**config.mk**
```make
export PLATFORM = sky130hd
export DESIGN_NAME = err_hier_logger
export DESIGN_NICKNAME = d
export VERILOG_FILES = /design/src/rtl/elog_pkg.sv /design/src/rtl/elog_rst_sync.sv /design/src/rtl/elog_capture.sv /design/src/rtl/elog_unit.sv /design/src/rtl/err_hier_logger.sv
export SDC_FILE = /design/constraint.sdc
export NUM_CORES = 1
export LEC_CHECK = 0
export ABC_AREA = 1
export BUFFER_PORTS_ARGS = -buffer_cell sky130_fd_sc_hd__buf_2
export CAP_MARGIN = 20
export CORE_ASPECT_RATIO = 1.25
export CORE_MARGIN = 2
export CORE_UTILIZATION = 61
export CTS_CLUSTER_DIAMETER = 200
export CTS_CLUSTER_SIZE = 16
export DETAILED_ROUTE_END_ITERATION = 6
export GPL_TIMING_DRIVEN = 0
export HOLD_SLACK_MARGIN = 0.05
export PLACE_DENSITY = 0.8
export RECOVER_POWER = 50
export SLEW_MARGIN = 5
export SYNTH_ARGS = -nofsm -noshare
export SYNTH_HDL_FRONTEND = slang
export SYNTH_SLANG_ARGS = --single-unit
```
**constraint.sdc**
```tcl
create_clock -name clk -period 6.9 [get_ports clk]
set_input_delay 0.69 -clock clk [delete_from_list [all_inputs] [get_ports clk]]
set_output_delay 0.69 -clock clk [all_outputs]
set_load 0.02 [all_outputs]
```
**src/rtl/elog_pkg.sv**
```systemverilog
package elog_pkg;

  // register select field, addr[2:0]
  typedef enum logic [2:0] {
    SEL_FIRST  = 3'd0,
    SEL_NEXT   = 3'd1,
    SEL_EN_SYS = 3'd2,
    SEL_EN_CTL = 3'd3,
    SEL_EN_MGT = 3'd4
  } reg_sel_e;

  localparam int NUM_MSG = 3;
  localparam int MSG_SYS = 0;
  localparam int MSG_CTL = 1;
  localparam int MSG_MGT = 2;
  localparam int SEL_W   = 3;

endpackage

```
**src/rtl/elog_rst_sync.sv**
```systemverilog
module elog_rst_sync #(
  parameter int STAGES = 2
) (
  input  logic clk,
  input  logic rst_n_async,
  output logic rst_n_sync
);

  logic [STAGES-1:0] sync_q;
  logic [STAGES-1:0] sync_d;

  always_comb begin
    sync_d = {sync_q[STAGES-2:0], 1'b1};
  end

  always_ff @(posedge clk or negedge rst_n_async) begin
    if (!rst_n_async) sync_q <= '0;
    else              sync_q <= sync_d;
  end

  assign rst_n_sync = sync_q[STAGES-1];

endmodule

```
**src/rtl/elog_capture.sv**
```systemverilog
module elog_capture #(
  parameter int W = 8
) (
  input  logic         clk,
  input  logic         rst_n,
  input  logic [W-1:0] ev_i,
  input  logic [W-1:0] clr_first_i,
  input  logic [W-1:0] clr_next_i,
  output logic [W-1:0] first_o,
  output logic [W-1:0] next_o
);

  logic [W-1:0] first_q, first_d;
  logic [W-1:0] next_q,  next_d;
  logic         upd_en;

  // set beats clear: the clear mask is applied first, the new events ORed after
  always_comb begin
    first_d = first_q & ~clr_first_i;
    next_d  = next_q  & ~clr_next_i;
    if (first_q == '0) first_d = first_d | ev_i;
    else               next_d  = next_d  | ev_i;
  end

  assign upd_en = (|ev_i) | (|clr_first_i) | (|clr_next_i);

  always_ff @(posedge clk or negedge rst_n) begin
    if (!rst_n) begin
      first_q <= '0;
      next_q  <= '0;
    end else if (upd_en) begin
      first_q <= first_d;
      next_q  <= next_d;
    end
  end

  assign first_o = first_q;
  assign next_o  = next_q;

  // an empty first register takes the whole event vector
  p_first_latch_r1: assert property (@(posedge clk) disable iff (!rst_n)
    (first_q == '0 && ev_i != '0) |=> (first_q == $past(ev_i)));

  // a non-empty first register is not disturbed by events
  p_first_hold_r2: assert property (@(posedge clk) disable iff (!rst_n)
    (first_q != '0 && clr_first_i == '0) |=> (first_q == $past(first_q)));

  // events seen while first is occupied land in next
  p_next_collect_r2: assert property (@(posedge clk) disable iff (!rst_n)
    (first_q != '0) |=> ((next_q & $past(ev_i)) == $past(ev_i)));

  // an event is never lost to a same-cycle clear
  p_set_wins_r4: assert property (@(posedge clk) disable iff (!rst_n)
    (ev_i != '0) |=> (((first_q | next_q) & $past(ev_i)) == $past(ev_i)));

endmodule

```
**src/rtl/elog_unit.sv**
```systemverilog
module elog_unit
  import elog_pkg::*;
#(
  parameter int ERR_W = 8
) (
  input  logic             clk,
  input  logic             rst_n,
  input  logic [ERR_W-1:0] err_i,
  input  logic             wr_i,
  input  reg_sel_e         sel_i,
  input  logic [ERR_W-1:0] wdata_i,
  output logic [ERR_W-1:0] first_o,
  output logic [ERR_W-1:0] next_o,
  output logic [ERR_W-1:0] en_o [NUM_MSG],
  output logic [NUM_MSG-1:0] msg_o
);

  logic [ERR_W-1:0] clr_first, clr_next;
  logic [ERR_W-1:0] logged;

  always_comb begin
    clr_first = (wr_i && sel_i == SEL_FIRST) ? wdata_i : '0;
    clr_next  = (wr_i && sel_i == SEL_NEXT)  ? wdata_i : '0;
  end

  elog_capture #(.W(ERR_W)) u_cap (
    .clk         (clk),
    .rst_n       (rst_n),
    .ev_i        (err_i),
    .clr_first_i (clr_first),
    .clr_next_i  (clr_next),
    .first_o     (first_o),
    .next_o      (next_o)
  );

  assign logged = first_o | next_o;

  for (genvar m = 0; m < NUM_MSG; m++) begin : g_msg
    localparam reg_sel_e MY_SEL = reg_sel_e'(SEL_EN_SYS + m);
    logic [ERR_W-1:0] en_q, en_d;
    logic             en_we;

    assign en_we = wr_i && (sel_i == MY_SEL);

    always_comb begin
      en_d = en_q;
      if (en_we) en_d = wdata_i;
    end

    always_ff @(posedge clk or negedge rst_n) begin
      if (!rst_n)     en_q <= '0;
      else if (en_we) en_q <= en_d;
    end

    assign en_o[m]  = en_q;
    assign msg_o[m] = |(logged & en_q);
  end

endmodule

```
**src/rtl/err_hier_logger.sv**
```systemverilog
module err_hier_logger
  import elog_pkg::*;
#(
  parameter  int NUM_UNITS = 4,
  parameter  int ERR_W     = 8,
  localparam int UIDX_W    = $clog2(NUM_UNITS + 1),
  localparam int ADDR_W    = UIDX_W + SEL_W
) (
  input  logic                       clk,
  input  logic                       rst_n,
  input  logic [NUM_UNITS*ERR_W-1:0] err_i,
  input  logic [ADDR_W-1:0]          reg_addr,
  input  logic                       reg_wr,
  input  logic [ERR_W-1:0]           reg_wdata,
  output logic [ERR_W-1:0]           reg_rdata,
  output logic                       sys_err_o,
  output logic                       ctl_irq_o,
  output logic                       mgt_irq_o
);

  localparam logic [UIDX_W-1:0] GLOBAL_IDX = UIDX_W'(NUM_UNITS);

  logic                 rst_n_s;
  logic [UIDX_W-1:0]    addr_unit;
  reg_sel_e             addr_sel;

  logic [ERR_W-1:0]     u_first [NUM_UNITS];
  logic [ERR_W-1:0]     u_next  [NUM_UNITS];
  logic [ERR_W-1:0]     u_en    [NUM_UNITS][NUM_MSG];
  logic [NUM_MSG-1:0]   u_msg   [NUM_UNITS];

  logic [NUM_UNITS-1:0] unit_ev;
  logic [NUM_UNITS-1:0] g_first, g_next;
  logic [NUM_UNITS-1:0] g_clr_first, g_clr_next;
  logic                 g_hit;
  logic [NUM_MSG-1:0]   msg_any;

  elog_rst_sync #(.STAGES(2)) u_rst (
    .clk         (clk),
    .rst_n_async (rst_n),
    .rst_n_sync  (rst_n_s)
  );

  assign addr_unit = reg_addr[ADDR_W-1:SEL_W];
  assign addr_sel  = reg_sel_e'(reg_addr[SEL_W-1:0]);

  // per-unit register pairs and routing masks
  for (genvar u = 0; u < NUM_UNITS; u++) begin : g_unit
    logic hit;
    assign hit        = (addr_unit == UIDX_W'(u));
    assign unit_ev[u] = |err_i[u*ERR_W +: ERR_W];

    elog_unit #(.ERR_W(ERR_W)) u_unit (
      .clk     (clk),
      .rst_n   (rst_n_s),
      .err_i   (err_i[u*ERR_W +: ERR_W]),
      .wr_i    (reg_wr && hit),
      .sel_i   (addr_sel),
      .wdata_i (reg_wdata),
      .first_o (u_first[u]),
      .next_o  (u_next[u]),
      .en_o    (u_en[u]),
      .msg_o   (u_msg[u])
    );

    // any event of this unit shows up in the global pair
    p_global_track_r5: assert property (@(posedge clk) disable iff (!rst_n_s)
      unit_ev[u] |=> (g_first[u] | g_next[u]));
  end

  // global pair: one bit per reporting unit
  assign g_hit = (addr_unit == GLOBAL_IDX);

  always_comb begin
    g_clr_first = '0;
    g_clr_next  = '0;
    if (reg_wr && g_hit && addr_sel == SEL_FIRST) g_clr_first = reg_wdata[NUM_UNITS-1:0];
    if (reg_wr && g_hit && addr_sel == SEL_NEXT)  g_clr_next  = reg_wdata[NUM_UNITS-1:0];
  end

  elog_capture #(.W(NUM_UNITS)) u_global (
    .clk         (clk),
    .rst_n       (rst_n_s),
    .ev_i        (unit_ev),
    .clr_first_i (g_clr_first),
    .clr_next_i  (g_clr_next),
    .first_o     (g_first),
    .next_o      (g_next)
  );

  // message outputs: OR across units
  always_comb begin
    msg_any = '0;
    for (int u = 0; u < NUM_UNITS; u++) msg_any = msg_any | u_msg[u];
  end

  assign sys_err_o = msg_any[MSG_SYS];
  assign ctl_irq_o = msg_any[MSG_CTL];
  assign mgt_irq_o = msg_any[MSG_MGT];

  // read mux
  always_comb begin
    reg_rdata = '0;
    if (g_hit) begin
      if (addr_sel == SEL_FIRST) reg_rdata = ERR_W'(g_first);
      if (addr_sel == SEL_NEXT)  reg_rdata = ERR_W'(g_next);
    end
    for (int u = 0; u < NUM_UNITS; u++) begin
      if (addr_unit == UIDX_W'(u)) begin
        case (addr_sel)
          SEL_FIRST:  reg_rdata = u_first[u];
          SEL_NEXT:   reg_rdata = u_next[u];
          SEL_EN_SYS: reg_rdata = u_en[u][MSG_SYS];
          SEL_EN_CTL: reg_rdata = u_en[u][MSG_CTL];
          SEL_EN_MGT: reg_rdata = u_en[u][MSG_MGT];
          default:    reg_rdata = '0;
        endcase
      end
    end
  end

  // while the internal reset is held, nothing is signalled
  p_quiet_in_reset_r9: assert property (@(posedge clk)
    !rst_n_s |-> !(sys_err_o | ctl_irq_o | mgt_irq_o));

endmodule

```
==> results.md, run 1 <==
* Routed WL at roughly 30000 um
* NumNets Final at 1322
* Worst-Skew Late Latency at 440 ps
* Yosys top cell area share at 47.6%
* Buffers & Inverters on Critical Path at 1
* Largest net degree at the start of global routing at 46
* Critical Path RT at roughly 7000 ps
* Status: complete, but fails checks
* Syn_nets at between 1k and 1.5k
* Die Footprint at about 0.016 sq mm
* IO Pins at 60
* Reg-to-reg endpoint: g_unit[1].u_unit.g_msg[0].en_q[5]
* Count leader, synth: nand2_1
* Slew @ Worst Pin at between 2000 and 2500 ps
* Antenna Violating Nets Remaining at 0
* Ant diodes at 0
* Post-synthesis instance total at between 1k and 1.5k
* CTS sink count at 170
* Setup-failing EPs final at 0
* Reg2Reg Setup Slack at about 3100 ps
* RSZ-0062 raised after global routing: no
* Max cap viols at 3
* Syn_area_per_cell at between 7 and 8 sq um
* Sequential fraction of the synthesis area at between 40% and 50%
* Synth area leader: dfrtp_1
* Row count at between 40 and 50
* Worst r2r path cells at 1
* Non-Filler Instances at roughly 1.5k
* WP data arrival at 3790 ps
* Crit-path cells: clkbuf_1
* CTS tree: built
* Initial Util at between 60% and 70%
* CP startpoint kind: register
* Die height at approximately 140 um
* Fin. Hold Viols at 0
* Initial antenna violation count at 0
* Top_reg_cell synth: dfrtp_1
* Reg2reg start: u_rst.sync_q[1]
* DP Wirelength at between 20000 and 25000 um
* CTS max path bufs at 2
* Max Fanout on Critical Path at 44
* Crit share post-route at a little over half
* Final Max Tran Viols at approximately 130
* Fmax at ~270 MHz
* Placed cell count at 1431
* Worst hold path depth at 0
* Fin area at just over 0.01 sq mm
* Worst hold endpoint: u_rst.sync_q[1]
* First DRT Iteration DRCs at 1225
* Final TNS setup at 0 ps
* Crit path max-delay cell type: clkbuf_1
* Cts repair resizes at 0
* HP Class: register to register
* Via/cell ratio at 6.18
* Area Growth Syn to Fin at 13.3%
* Final Core Density at a little over two thirds
* Warnings, synthesis at 0
* PwrDens at about 270 mW/mm^2
* RePlAce Congestion at between 0.9 and 1
* Routed len/inst at about 21 um
* First-pass GRT wire length at 47400 um
* DRC violation count after routing at 4
* Place WS at roughly 3800 ps
* Synthesized cell area at between 0.008 and 0.009 sq mm
* Crit. End Element: async pin
* Hold path startpoint: u_rst.sync_q[0]
* GR Util All Layers at around 40%
* Post-synth EDFFs at 0
* Final worst slack at 3130 ps
* Relative slew slack at -66.6%
* Distinct cells, synth at 31
* CTS Buf Count at 17
* Share of cells above drive strength 1 at between 10% and 20%
* Gr ovfl total at 0
* Worst-path clk slew at 60 ps
* Final Total Pwr at about 2.7 mW
* Core area at around 0.014 sq mm
* Fraction of registers with async set/reset at 100%
* Failing checks: design-rule violations, max-capacitance violations, max-slew violations
* Cell Area, Placed at 0.00952 sq mm
* Vias in the first global route at roughly 8.7k
* Post-CTS Setup Inserts at 0
* Max incr delay on CP at between 1500 and 2000 ps
* Worst hold slack at 362 ps
* First-pass iteration count of the detailed router at 7
* Skew final at 9.58 ps
* H-tree depth at 4
* Static leakage at 4.73 nW
* Critical path's top delay family: buffers and inverters
* Commonest cells post-synth: nand2_1, o21ai_0, dfrtp_1
* Die Wd at around 110 um
* Total number of vias at ~9.0k
* Port Buffer Count at 56
* Final worst path period need at between 3000 and 4000 ps
* Synth top area cells: dfrtp_1, o21ai_0, nand2_1
* Clk root buf: clkbuf_16
* Peak VDD IR at around 0.00022 V
* CP Class: register to async pin
* Synth Register Bits at 170
[area by class of cell]
class	count	area, sq um
clock inverters	12	211
inverters	119	449
multi-input cells	866	4000
flip-flops and latches	170	4250
plain buffers	39	234
well taps	178	223
fillers	1267	4220
repair buffers	60	315
clock buffers	20	447
[metal layers]
layer | GRT usage [%] | vias up | share of wire (%)
li1 | - | 4096 | -
met1 | 51.2 | 4263 | 38
met2 | 61.0 | 556 | 46
met3 | 8.93 | 128 | 10
met4 | 25.4 | 0 | 6.4
met5 | 0 | - | 0
[sequential cells by signal (all words and copies together) (netlist names)]
register / cells
g_unit.u_unit.g_msg.en_q: 96
g_unit.u_unit.u_cap.first_o: 32
g_unit.u_unit.u_cap.next_o: 32
u_global.first_o: 4
u_global.next_o: 4
u_rst.sync_q: 2
[what timing repair did]
item | 4_1_cts | 5_1_grt
endpoints found under the setup margin | 0 | 0
hold buffers | 1 | 0
hold endpoints to repair | 2 | 0
[cells by family (layout without fill, tap and decap cells)]
logic type | count (synthesis) | after routing | share of synthesized area [%]
AOI/OAI and AO/OA | 331 | 331 | 19.0
buffers and inverters | 158 | 250 | 7.65
DFF | 170 | 170 | 47.6
other | 1 | 1 | 0.0419
and+or+nand+nor | 534 | 534 | 25.7
[power by group]
group          switching, mW  leakage [nW]  internal (mW)
clock                  0.418         0.313          0.658
combinational          0.264          2.43          0.138
sequential             0.136          1.98           1.13
total                  0.819          4.73           1.92
[how the worst max path moves through the flow]
stage / from / endpoint / slack (ps) / depth (start not counted)
3_3_place_gp: u_rst.sync_q[1] / g_unit[0].u_unit.u_cap.first_o[6] / 20 / 0
2_1_floorplan: u_rst.sync_q[1] / g_unit[0].u_unit.g_msg[0].en_q[0] / 1810 / 0
6_report: u_rst.sync_q[1] / g_unit[1].u_unit.g_msg[0].en_q[5] / 3130 / 1
3_5_place_dp: reg_addr[0] / reg_rdata[6] / 3770 / 10
5_1_grt: u_rst.sync_q[1] / g_unit[2].u_unit.g_msg[2].en_q[4] / 2420 / 1
4_1_cts: reg_addr[0] / reg_rdata[6] / 3760 / 10
[placed cells by master, fill, tap and decap left out, drive strengths merged, types with 17 or more instances in the layout]
master and n:
a21oi 17, buf 83, clkbuf 35, dfrtp 170
inv 122, nand2 355, nand3 34, nand4 36
nor2 98, o21ai 295
(Power assumes the default switching activity.)
==> run 2: changes to the inputs <==
Clock period 6.9 ns to 3.7 ns, I/O delays scaled along.
==> results.md, run 2 (same netlist as run 1, synthesis figures left out) <==
* Status: complete, but fails checks
* Failing checks: max-capacitance violations, max-slew violations
* Worst hold slack at 206 ps (-156 ps)
* Initial Util at 62.3% (unchanged)
* PwrDens at 496 mW/mm^2 (+83%)
* Relative slew slack at -32.0% (+35 points)
* Final Core Density at 70.5% (-0.078 points)
* HP Class: input pin to register
* CP Class: input pin to output port
* CTS tree: built
* Die height at 139 um (unchanged)
* Max cap viols at 1 (-2)
* Gr ovfl total at 0 (unchanged)
* Skew final at 8.62 ps (-0.955 ps)
* Setup-failing EPs final at 0 (unchanged)
* Core area at 0.0143 sq mm (unchanged)
* DP Wirelength at 21800 um (-0.78%)
* Routed len/inst at 20.8 um (about the same)
* Top layer reached by signal wires: met4
* Final worst slack at 1110 ps (-2030 ps)
* Non-Filler Instances at 1462 (-0.14%)
* Area Growth Syn to Fin at 13.2%
* Crit share post-route at between 70% and 80%
* Share of cells above drive strength 1 at 11.4% (-0.060 points)
* Ant diodes at 0 (unchanged)
* Peak VDD IR at 0.000371 V (+69%)
* Die Footprint at 0.0156 sq mm (unchanged)
* Antenna Violating Nets Remaining at 0 (unchanged)
* First DRT Iteration DRCs at 1083 (-12%)
* Max reg flops at 96 (unchanged)
* Final-layout fill cell count at 1274 (+0.55%)
* CTS max path bufs at 2 (unchanged)
* Fin. Hold Viols at 0 (unchanged)
* Final TNS setup at 0 ps (unchanged)
* Max Fanout on Critical Path at 10 (-77%)
* Crit. End Element: output port
* Initial antenna violation count at 0 (unchanged)
* GR Util All Layers at 40.0% (+0.23 points)
* Slew @ Worst Pin at 1980 ps (-519 ps)
* First-pass GRT wire length at 47800 um (+0.98%)
* First-pass iteration count of the detailed router at 7 (unchanged)
* Wire length on met2 at 13400 um (-3.1%)
* H-tree depth at 4 (unchanged)
* Most common cell after layout, fill and taps aside: nand2_1
* Routed WL at 30400 um (-0.16%)
* Static leakage at 4.72 nW (-0.21%)
* Total number of vias at 9139 (+1.1%)
* Metal3 WL at 3110 um (+1.6%)
* Worst-Skew Late Latency at 430 ps (about the same)
* CP startpoint kind: input pin
* CTS Buf Count at 17 (unchanged)
* Via/cell ratio at 6.25 (+1.2%)
* Critical Path RT at 3330 ps (-3590 ps)
* Reg2Reg Setup Slack at 1720 ps (-1410 ps)
* WP data arrival at 2220 ps (-1570 ps)
* Clk root buf: clkbuf_16
* NumNets Final at 1321 (-0.076%)
* Row count at 49 (unchanged)
* Final worst path period need at between 2000 and 3000 ps
* Hold path startpoint: reg_wdata[7]
* RSZ-0062 raised after global routing: no
* Largest net degree at the start of global routing at 70 (+52%)
* RePlAce Congestion at 0.972 (-1.8%)
* Cts repair resizes at 0 (unchanged)
* Final Max Tran Viols at 45 (-66%)
* Die Wd at 112 um (unchanged)
* DRC violation count after routing at 0 (-4)
* Placed cell count at 1430 (-0.070%)
* CP startpoint: reg_addr[0]
* CTS sink count at 170 (unchanged)
* IO Pins at 60 (unchanged)
* Place WS at 1200 ps (-2580 ps)
* Fmax at around 390 MHz
* Reg2reg start: u_rst.sync_q[1]
* Worst-path clk slew at 60 ps (about the same)
* Largest Register: g_unit.u_unit.g_msg.en_q
* Vias in the first global route at 8656 (-0.33%)
* M1 WL at 11600 um (+1.0%)
* Port Buffer Count at 56 (unchanged)
* Most frequent cells in the layout: nand2_1, o21ai_0, dfrtp_1
run 2: final cells by class:
| cell class | instances | area [sq um] | share of cell area, % |
|---|---|---|---|
| inverters | 119 | 449 | 4.44 |
| plain buffers | 39 | 234 | 2.31 |
| well taps | 178 | 223 | 2.20 |
| multi-input cells | 866 | 4000 | 39.5 |
| clock buffers | 21 | 450 | 4.45 |
| flip-flops and latches | 170 | 4250 | 42.0 |
| repair buffers | 59 | 343 | 3.39 |
| clock inverters | 10 | 169 | 1.67 |
run 2: final timing paths:
check | cells after the start | end
worst max register to register | 0 | g_unit[3].u_unit.u_cap.next_o[1]
min in group asynchronous | 2 | u_rst.sync_q[0]
worst min-delay path | 3 | g_unit[0].u_unit.g_msg[2].en_q[7]
worst min register to register | 0 | u_rst.sync_q[1]
worst max-delay path | 10 | reg_rdata[6]
max in group asynchronous | 0 | g_unit[3].u_unit.u_cap.next_o[1]
run 2: timing repair:
action / in CTS / in global routing
setup buffers: 0 / 0
hold buffers: 1 / 0
endpoints found under the hold margin: 2 / 0
run 2: metal layers:
metal | vias to the layer above | track usage, %
met5 | - | 0
met1 | 4282 | 54.0
met2 | 626 | 60.4
met3 | 141 | 7.58
li1 | 4090 | -
met4 | 0 | 23.9
run 2: worst max-delay path, cell delays in order:
cell     delay (ps)
buf_2           130
buf_6           140
nand3_4         150
inv_2           130
buf_4           220
nand2_1          60
o21ai_0          90
o21ai_0         490
nand4_1         220
buf_2           210
run 2: power by group:
group / internal (mW) / switching, mW / total, mW / leakage (nW)
logic: 0.261 / 0.483 / 0.744 / 2.45
registers: 2.10 / 0.257 / 2.36 / 1.98
clock network: 1.15 / 0.765 / 1.91 / 0.290
total: 3.51 / 1.50 / 5.01 / 4.72
run 2: stage by stage:
step                      area (sq um)  power (mW)
after CTS                        10100        4.97
after floorplan                   8940        2.78
after global routing             10100        5.20
after detailed placement          9500        3.09
after global placement            9450        3.07
final                            10100        5.01
